===== src/rtl/rtc_pkg.sv =====
package rtc_pkg;
   typedef enum logic [1:0] {
      SZ_BYTE = 2'd0,
      SZ_HALF = 2'd1,
      SZ_WORD = 2'd2,
      SZ_RSVD = 2'd3
   } xfer_size_e;

   localparam logic [11:0] OFS_NOW     = 12'h000;
   localparam logic [11:0] OFS_MATCH   = 12'h004;
   localparam logic [11:0] OFS_FLAG    = 12'h008;
   localparam logic [11:0] OFS_LOAD    = 12'h00C;
   localparam logic [11:0] OFS_ELAPSED = 12'h010;
   localparam logic [11:0] OFS_MASKID  = 12'hFD8;
   localparam logic [11:0] OFS_IDENT   = 12'hFE0;

   localparam logic [31:0] IDENT_WORD  = 32'h0004_1030;
   localparam logic [31:0] MASK_WORD   = 32'h000F_FFFF;
endpackage


===== src/rtl/rtc_prescaler.sv =====
module rtc_prescaler #(
   parameter int PRESCALE = 50_000_000
) (
   input  logic clk,
   input  logic rst_n,
   output logic tick
);
   generate
      if (PRESCALE < 1) begin : g_bad
         $error("rtc_prescaler: PRESCALE must be at least 1");
      end else if (PRESCALE == 1) begin : g_every
         assign tick = 1'b1;
      end else begin : g_div
         localparam int CW = $clog2(PRESCALE);
         localparam logic [CW-1:0] LAST = CW'(PRESCALE - 1);
         logic [CW-1:0] cnt_q;
         always_ff @(posedge clk or negedge rst_n) begin
            if (!rst_n)             cnt_q <= '0;
            else if (cnt_q == LAST) cnt_q <= '0;
            else                    cnt_q <= cnt_q + 1'b1;
         end
         assign tick = (cnt_q == LAST);
      end
   endgenerate
endmodule


===== src/rtl/rtc_sec_counter.sv =====
module rtc_sec_counter #(
   parameter int W = 32
) (
   input  logic         clk,
   input  logic         rst_n,
   input  logic         tick,
   input  logic         load,
   input  logic [W-1:0] load_val,
   output logic [W-1:0] q
);
   generate
      if (W < 1) begin : g_bad
         $error("rtc_sec_counter: W must be positive");
      end
   endgenerate

   always_ff @(posedge clk or negedge rst_n) begin
      if (!rst_n)    q <= '0;
      else if (load) q <= load_val;
      else if (tick) q <= q + 1'b1;
   end
endmodule


===== src/rtl/rtc_alarm_flag.sv =====
module rtc_alarm_flag (
   input  logic clk,
   input  logic rst_n,
   input  logic sw_wr,
   input  logic sw_set,
   input  logic hit,
   output logic flag
);
   always_ff @(posedge clk or negedge rst_n) begin
      if (!rst_n)     flag <= 1'b0;
      else if (sw_wr) flag <= sw_set;
      else if (hit)   flag <= 1'b1;
   end
endmodule


===== src/rtl/rtc_seconds_apb.sv =====
module rtc_seconds_apb
   import rtc_pkg::*;
#(
   parameter int PRESCALE = 50_000_000,
   parameter int ADDR_W   = 12,
   parameter int DATA_W   = 32
) (
   input  logic              clk,
   input  logic              rst_n,
   input  logic              psel,
   input  logic              penable,
   input  logic              pwrite,
   input  logic [ADDR_W-1:0] paddr,
   input  logic [DATA_W-1:0] pwdata,
   input  logic [1:0]        xfer_size,
   output logic [DATA_W-1:0] prdata,
   output logic              pslverr,
   output logic              irq
);
   localparam int OW = 12;

   generate
      if (ADDR_W != OW) begin : g_bad_addr
         $error("rtc_seconds_apb: ADDR_W must be 12 for a 4 KiB window");
      end
      if (DATA_W != 32) begin : g_bad_data
         $error("rtc_seconds_apb: DATA_W must be 32");
      end
   endgenerate

   logic              acc, size_ok, wr_ok, rd_ok, known;
   logic              tick, ld_sec, ld_el, flag_wr, hit;
   logic [DATA_W-1:0] sec_q, el_q, match_q, rd_mux;

   assign acc     = psel & penable;
   assign size_ok = (xfer_size == SZ_WORD);
   assign wr_ok   = acc & pwrite & size_ok;
   assign rd_ok   = acc & ~pwrite & size_ok;

   assign ld_sec  = wr_ok & (paddr == OFS_LOAD);
   assign ld_el   = wr_ok & (paddr == OFS_ELAPSED);
   assign flag_wr = wr_ok & (paddr == OFS_FLAG);

   rtc_prescaler #(.PRESCALE(PRESCALE)) u_pre (
      .clk(clk), .rst_n(rst_n), .tick(tick)
   );

   rtc_sec_counter #(.W(DATA_W)) u_sec (
      .clk(clk), .rst_n(rst_n), .tick(tick),
      .load(ld_sec), .load_val(pwdata), .q(sec_q)
   );

   rtc_sec_counter #(.W(DATA_W)) u_elapsed (
      .clk(clk), .rst_n(rst_n), .tick(tick),
      .load(ld_el), .load_val('0), .q(el_q)
   );

   always_ff @(posedge clk or negedge rst_n) begin
      if (!rst_n)                            match_q <= '0;
      else if (wr_ok && paddr == OFS_MATCH)  match_q <= pwdata;
   end

   assign hit = tick & ~ld_sec & ((sec_q + 1'b1) == match_q);

   rtc_alarm_flag u_flag (
      .clk(clk), .rst_n(rst_n), .sw_wr(flag_wr),
      .sw_set(|pwdata), .hit(hit), .flag(irq)
   );

   always_comb begin
      known  = 1'b1;
      rd_mux = '0;
      case (paddr)
         OFS_NOW:     rd_mux = sec_q;
         OFS_MATCH:   rd_mux = match_q;
         OFS_FLAG:    rd_mux = {{(DATA_W-1){1'b0}}, irq};
         OFS_LOAD:    rd_mux = '0;
         OFS_ELAPSED: rd_mux = el_q;
         OFS_MASKID:  rd_mux = MASK_WORD;
         OFS_IDENT:   rd_mux = IDENT_WORD;
         default:     known  = 1'b0;
      endcase
   end

   assign prdata  = rd_ok ? rd_mux : '0;
   assign pslverr = acc & (~size_ok | (~pwrite & ~known));
endmodule


===== config.mk =====
export PLATFORM = sky130hd
export DESIGN_NAME = rtc_seconds_apb
export DESIGN_NICKNAME = d
export VERILOG_FILES = /design/src/rtl/rtc_pkg.sv /design/src/rtl/rtc_prescaler.sv /design/src/rtl/rtc_sec_counter.sv /design/src/rtl/rtc_alarm_flag.sv /design/src/rtl/rtc_seconds_apb.sv
export SDC_FILE = /design/constraint.sdc
export NUM_CORES = 1
export LEC_CHECK = 0
export BUFFER_PORTS_ARGS = -buffer_cell sky130_fd_sc_hd__clkbuf_2
export CELL_PAD_IN_SITES_DETAIL_PLACEMENT = 1
export CELL_PAD_IN_SITES_GLOBAL_PLACEMENT = 1
export CORE_ASPECT_RATIO = 2
export CORE_MARGIN = 3
export CORE_UTILIZATION = 45
export CTS_CLUSTER_DIAMETER = 60
export CTS_CLUSTER_SIZE = 24
export DETAILED_ROUTE_END_ITERATION = 10
export GPL_ROUTABILITY_DRIVEN = 0
export PLACE_DENSITY = 0.77
export SLEW_MARGIN = 15
export SYNTH_ARGS = -nofsm -noshare
export SYNTH_HDL_FRONTEND = slang
export SYNTH_SLANG_ARGS = --single-unit

===== constraint.sdc =====
create_clock -name clk -period 4 [get_ports clk]
set_clock_uncertainty 0.2 [all_clocks]
set_input_delay 0.8 -clock clk [delete_from_list [all_inputs] [get_ports clk]]
set_output_delay 0.8 -clock clk [all_outputs]
set_load 0.01 [all_outputs]

==> results of run 1 <==
[routing by layer]
| metal | wire, um | part of all wire [%] | up-vias |
|---|---|---|---|
| li1 | - | - | 3241 |
| met1 | 9570 | 36 | 3631 |
| met2 | 14500 | 54 | 250 |
| met3 | 1150 | 4.3 | 83 |
| met4 | 1510 | 5.6 | 0 |
| met5 | 0 | 0 | - |
[registers in the layout, indices dropped and copies added, names as in the netlist]
| signal | count |
|---|---|
| match_q | 32 |
| u_flag.flag | 1 |
| u_sec.q | 32 |
| u_pre.g_div.cnt_q | 26 |
| u_elapsed.q | 32 |
[cell type report]
class	count	area, um2	area share [%]
inverters	18	67.6	0.757
repair buffers	109	623	6.98
clock buffers	18	439	4.92
clock inverters	13	166	1.86
multi-input cells	670	4300	48.2
flip-flops and latches	123	3080	34.5
well taps	204	255	2.86
[worst paths after layout]
path	to	startpoint	cells after the start	slack (ns)
max reg2reg	u_flag.flag	u_sec.q[4]	7	0.66
min	u_elapsed.q[26]	rst_n	1	0.29
max	prdata[7]	paddr[7]	8	0.28
min reg2reg	u_pre.g_div.cnt_q[4]	u_pre.g_div.cnt_q[4]	1	0.30
min in group clk	u_pre.g_div.cnt_q[4]	u_pre.g_div.cnt_q[4]	1	0.30
max in group asynchronous	match_q[26]	rst_n	2	2.54
[cell families (layout without fill, tap and decap cells)]
group,count (synthesis),in the layout,share of synthesized area [%]
xor gates and xnor gates,122,122,13.9
adders and majority gates,3,3,0.489
DFF,123,123,40.1
buffers and inverters,78,158,4.21
muxes,36,36,5.23
AOI/OAI and AO/OA,141,141,12.1
and+or+nand+nor,368,368,23.9
[per-stage QoR]
stage	util (%)	power (mW)	hold slack (ns)	instance area [um2]
2_1_floorplan	-	1.28	0.248	7670
3_3_place_gp	50.4	1.35	0.273	8330
3_5_place_dp	50.4	1.36	0.297	8330
4_1_cts	54.1	2.96	0.309	8930
5_1_grt	54.1	3.03	0.335	8930
6_report	54.1	2.95	0.291	8930
[cells in the final DEF, fill, tap and decap left out, types with 3 or more instances in the layout]
master and n:
a21oi_1 38, or4_1 3, xor2_1 51, and4_1 8, clkbuf_16 17, xnor2_1 71
a2111oi_0 3, and2_1 3, and3_1 14, or3_1 13, bufinv_16 3, nor4_1 18
clkbuf_2 83, nor3b_1 4, nand4_1 37, a222oi_1 12, nor3_1 17, mux2_2 33
ha_1 3, dfrtp_1 123, clkinvlp_4 3, buf_4 25, inv_6 3, inv_1 18
a211oi_1 3, o31ai_1 3, nand3_1 38, mux2i_1 3, nor2_1 89, o21ai_0 44
nand2_1 105, a221oi_1 19
[power by group]
| part | internal [mW] | total [mW] | switching [mW] | leakage (nW) |
|---|---|---|---|---|
| clock network | 0.997 | 1.62 | 0.619 | 0.289 |
| logic | 0.0277 | 0.0857 | 0.0580 | 1.87 |
| registers | 1.25 | 1.25 | 0.00107 | 1.39 |
==> impl_metrics.tcl, run 1 <==
set metrics [dict create \
    start_util_pct 46.5 \
    avgRoutedWirePerCell_um 23.2 \
    grt_use_total_pct 29.2 \
    firstDrtPassIters 5 \
    setup_violations 0 \
    synth.most_common_cell "dfrtp_1" \
    num_rows 66 \
    critPathKind "input port to primary output" \
    cellPowerDensity_mw_per_mm2 330 \
    cts_tree "done" \
    core_area_mm2 0.0165 \
    drv_slew 0 \
    fin_ws_ns 0.277 \
    ys_seq_elements 123 \
    vias_per_cell 6.24 \
    area_growth_pct 16.4 \
    cpPeakStageDelay_ns 0.42 \
    gr-usage-met3_pct 4.87 \
    grt_most_used_layer "met2" \
    drc_errors 0 \
    diodes 0 \
    crit_slowest_cell "nor4_1" \
    dp_cells 1124 \
    synth_area_leaders "dfrtp_1, xnor2_1, xor2_1, nand2_1, mux2_2" \
    cp-end-kind "primary output" \
    clk_latency_ns 0.43 \
    layout-drive-gt1-share_pct 19.6 \
    async_flop_share_pct 100 \
    fillers 1960 \
    crit_chain "clkbuf_2 -> nor4_1 -> and4_1 -> a21boi_0 -> o311ai_4 -> buf_4 -> a21oi_1 -> clkbuf_2" \
    grt_max_degree 62 \
    drt_iter0_drc 298 \
    layoutNonFillerInstCount 1155 \
    setup_tns_ns 0 \
    cts-resized-gates 0 \
    fmax_mhz 269 \
    grt_pass1_vias 7976 \
    post-route-min-period_ns 3.72 \
    post_synth.cell_area_avg_um2 8.81 \
    clockRootBuffer "clkbuf_16" \
    postCtsSetupRepairBufs 0 \
    htreeDepth 4 \
    yosysTopAreaCellShare_pct 40.1 \
    synth_cells 871 \
    crit_family "simple AND/OR/NAND/NOR gates" \
    synth_fp_nets 925 \
    worstPathRequired_ns 3.00 \
    crit_fanout 18 \
    wirelength_um 26700 \
    cts_buffers 17 \
    cts_buffer_depth 2 \
    io_pins 85 \
    hold_violations 0 \
    min_path_type "input port to asynchronous set/reset pin" \
    cap_violations 0 \
    yosysWarnings 0 \
    worst_path_most_repeated_cell "clkbuf_2" \
    synth_ff_type "dfrtp_1" \
    port_buffers 84 \
    status "completed" \
    rsz0062_at_grt "false" \
    post-place-ws_ns 0.260 \
    fin_crit_sh_pct 93.1 \
    clock-sinks 123 \
    synth_edf_count 0 \
    grt_pass1_wl_um 42700 \
    ant_nets 0 \
    critPathLaunchType "input port" \
    fp.dieH_um 191 \
    synthDistinctLibCells 61 \
    gr-total-overflow 0 \
    path_buf_inv 3 \
    vias 7205 \
    crit_arrival_ns 2.72 \
    die_width_um 98.3 \
    ir_drop_mv 0.334 \
    yosysTopAreaCell "dfrtp_1" \
    syn_area_mm2 0.00767 \
    post-dp-hpwl_um 20000 \
    synth_common_cells "dfrtp_1, nand2_1, nor2_1" \
    relSlewSlack_pct 42.2 \
    antenna_found_initial 0 \
    finalNetCount 993 \
    cts_hold_buf 0 \
    leakagePower_nw 3.55 \
    seq_area_frac_synth_pct 40.1 \
    global_route.usage.met1_pct 31.1 \
    floorplan.die_area_mm2 0.0187 \
    use_met2_pct 52.8 \
    tightestPinTransition_ns 0.866 \
    cts.clk_slew.worst_paths_ns 0.06 \
]
Power figures use the tool's default switching activity.
==> run 2, diff against run 1 <==
--- a/config.mk
+++ b/config.mk
@@ -10,12 +10,14 @@
 export CELL_PAD_IN_SITES_GLOBAL_PLACEMENT = 1
 export CORE_ASPECT_RATIO = 2
 export CORE_MARGIN = 3
-export CORE_UTILIZATION = 45
+export CORE_UTILIZATION = 47
+export CTS_BUF_LIST = sky130_fd_sc_hd__clkbuf_8
 export CTS_CLUSTER_DIAMETER = 60
 export CTS_CLUSTER_SIZE = 24
 export DETAILED_ROUTE_END_ITERATION = 10
 export GPL_ROUTABILITY_DRIVEN = 0
-export PLACE_DENSITY = 0.77
+export PLACE_DENSITY = 0.8
+export RECOVER_POWER = 100
 export SLEW_MARGIN = 15
 export SYNTH_ARGS = -nofsm -noshare
 export SYNTH_HDL_FRONTEND = slang
==> constraint.sdc (replaced) <==
create_clock -name clk -period 4.1 [get_ports clk]
set_clock_uncertainty 0.2 [all_clocks]
set_input_delay 0.82 -clock clk [delete_from_list [all_inputs] [get_ports clk]]
set_output_delay 0.82 -clock clk [all_outputs]
set_load 0.01 [all_outputs]
==> run 2 against run 1 <==
The flow now finishes with violations (max-capacitance violations, max-slew violations); global-route usage rose by 1.6 points; hold slack got worse by 0.0075 ns; sequential power down 3%.
==> impl_metrics.tcl, run 2 (synthesized netlist as in run 1, its figures left out) <==
set metrics [dict create \
    clk_latency_ns 0.46 \
    io_pins 85 \
    layout_commonest_cell "dfrtp_1" \
    vias_per_cell 6.31 \
    area_growth_pct 12.1 \
    floorplan.die_area_mm2 0.0180 \
    layout_common_cells "dfrtp_1, nand2_1, nor2_1" \
    crit_chain "clkbuf_2 -> or3_1 -> or3_1 -> a21oi_1 -> o311ai_4 -> buf_2 -> a21oi_1 -> clkbuf_1" \
    finalInstanceArea_mm2 0.00860 \
    grt_pass1_wl_um 42100 \
    use_met2_pct 52.0 \
    critPathKind "input port to primary output" \
    critPathLaunchType "input port" \
    switchingPower_uw 568 \
    pwr-share-seq_pct 50.7 \
    drv_slew 68 \
    crit_arrival_ns 2.85 \
    switching_share_pct 23.7 \
    clock-sinks 123 \
    wirelength_um 26300 \
    combPwrFrac_pct 3.4 \
    min_path_type "flop to flop" \
    fillers 1925 \
    cts-resized-gates 0 \
    cpPeakStageDelay_ns 0.41 \
    reg_top3 "match_q: 32 flops, u_elapsed.q: 32 flops, u_sec.q: 32 flops" \
    grt_max_degree 68 \
    finalNetCount 993 \
    leakagePower_nw 3.31 \
    grt_pass1_vias 7868 \
    crit_family "simple AND/OR/NAND/NOR gates" \
    cts_tree "done" \
    start_util_pct 48.4 \
    power_frac_clock_pct 45.9 \
    avgRoutedWirePerCell_um 22.9 \
    internal-power_mw 1.83 \
    cts_buffers 17 \
    fp.dieH_um 187 \
    path_buf_inv 3 \
    tightestPinTransition_ns 1.85 \
    ir_drop_mv 0.228 \
    fin_crit_sh_pct 94.4 \
    global_route.usage.met1_pct 33.4 \
    status "finished, violations left" \
    post-route-min-period_ns 3.87 \
    post-dp-hpwl_um 19700 \
    layoutNonFillerInstCount 1151 \
    layout-drive-gt1-share_pct 14.7 \
    grt_use_total_pct 30.8 \
    antenna_found_initial 0 \
    cap_violations 1 \
    seqCellArea_mm2 0.00308 \
    cts.clk_slew.worst_paths_ns 0.07 \
    worstPathRequired_ns 3.08 \
    cts_buffer_depth 2 \
    post-route-util_pct 54.2 \
    cts_hold_buf 0 \
    crit_slowest_cell "or3_1" \
    clockRootBuffer "clkbuf_8" \
    cp-end-kind "primary output" \
    firstDrtPassIters 5 \
    ant_nets 0 \
    rsz0062_at_grt "false" \
    relSlewSlack_pct -23.0 \
    violations "max-capacitance violations, max-slew violations" \
    htreeDepth 4 \
    core_area_mm2 0.0159 \
    drc_errors 0 \
    gr-total-overflow 0 \
    die_width_um 96.3 \
    cellPowerDensity_mw_per_mm2 279 \
    grt_most_used_layer "met2" \
    dp_cells 1121 \
    setup_violations 0 \
    gr-usage-met3_pct 5.81 \
    fmax_mhz 258 \
    crit_fanout 20 \
    setup_tns_ns 0 \
    port_buffers 84 \
    drt_iter0_drc 467 \
    hold_violations 0 \
    postCtsSetupRepairBufs 0 \
    multi_input_area_mm2 0.00429 \
    post_dp_cell_area_mm2 0.00832 \
    num_rows 65 \
    vias 7262 \
    diodes 0 \
]
run 2: cell types whose count changed in the layout (fill, tap and decap cells not counted), moves of 2 or more:
| cell | change |
|---|---|
| buf_4 | -12 |
| clkbuf_1 | +39 |
| clkbuf_16 | -17 |
| clkbuf_2 | -27 |
| clkbuf_8 | +20 |
| clkinv_4 | -2 |
| inv_1 | +3 |
| inv_6 | -3 |
| nor2_1 | +2 |
run 2: worst paths after layout:
check / start / end / slack, ns / depth (start not counted)
max in group asynchronous: rst_n / u_sec.q[5] / 0.98 / 2
setup / recovery: paddr[1] / prdata[18] / 0.23 / 8
hold / removal: u_pre.g_div.cnt_q[4] / u_pre.g_div.cnt_q[4] / 0.28 / 1
min in group asynchronous: rst_n / match_q[28] / 0.66 / 1
hold reg to reg: u_pre.g_div.cnt_q[4] / u_pre.g_div.cnt_q[4] / 0.28 / 1
setup reg to reg: u_sec.q[3] / u_flag.flag / 0.34 / 7
run 2: per-layer routing:
metal,share of wire (%),vias up
li1,-,3239
met4,7.5,0
met1,35,3630
met5,0,-
met2,52,271
met3,4.8,122
run 2: area by class of cell:
type / instances / area share [%]
Tap cell: 201 / 2.92
Inverter: 18 / 0.786
Clock buffer: 21 / 3.36
Multi-Input combinational cell: 670 / 49.8
Sequential cell: 123 / 35.8
Clock inverter: 9 / 1.15
Timing Repair Buffer: 109 / 6.15
run 2: power by group through the flow:
| stage | combinational, mW | clock [mW] | sequential (mW) |
|---|---|---|---|
| finish | 0.0810 | 1.10 | 1.21 |
| global placement | 0.0799 | 0 | 1.24 |
| detailed placement | 0.0836 | 0 | 1.24 |
| CTS | 0.0842 | 1.12 | 1.21 |
| global route | 0.0900 | 1.18 | 1.21 |
| floorplan | 0.0121 | 0 | 1.24 |
run 2: per-stage QoR:
step | setup WS, ns | total power, mW | hold WS, ns
final | 0.229 | 2.40 | 0.284
after global routing | 0.0852 | 2.48 | 0.324
after CTS | 0.337 | 2.42 | 0.291
after detailed placement | 0.328 | 1.32 | 0.281
after global placement | 0.427 | 1.32 | 0.270
after floorplan | 0.527 | 1.25 | 0.248
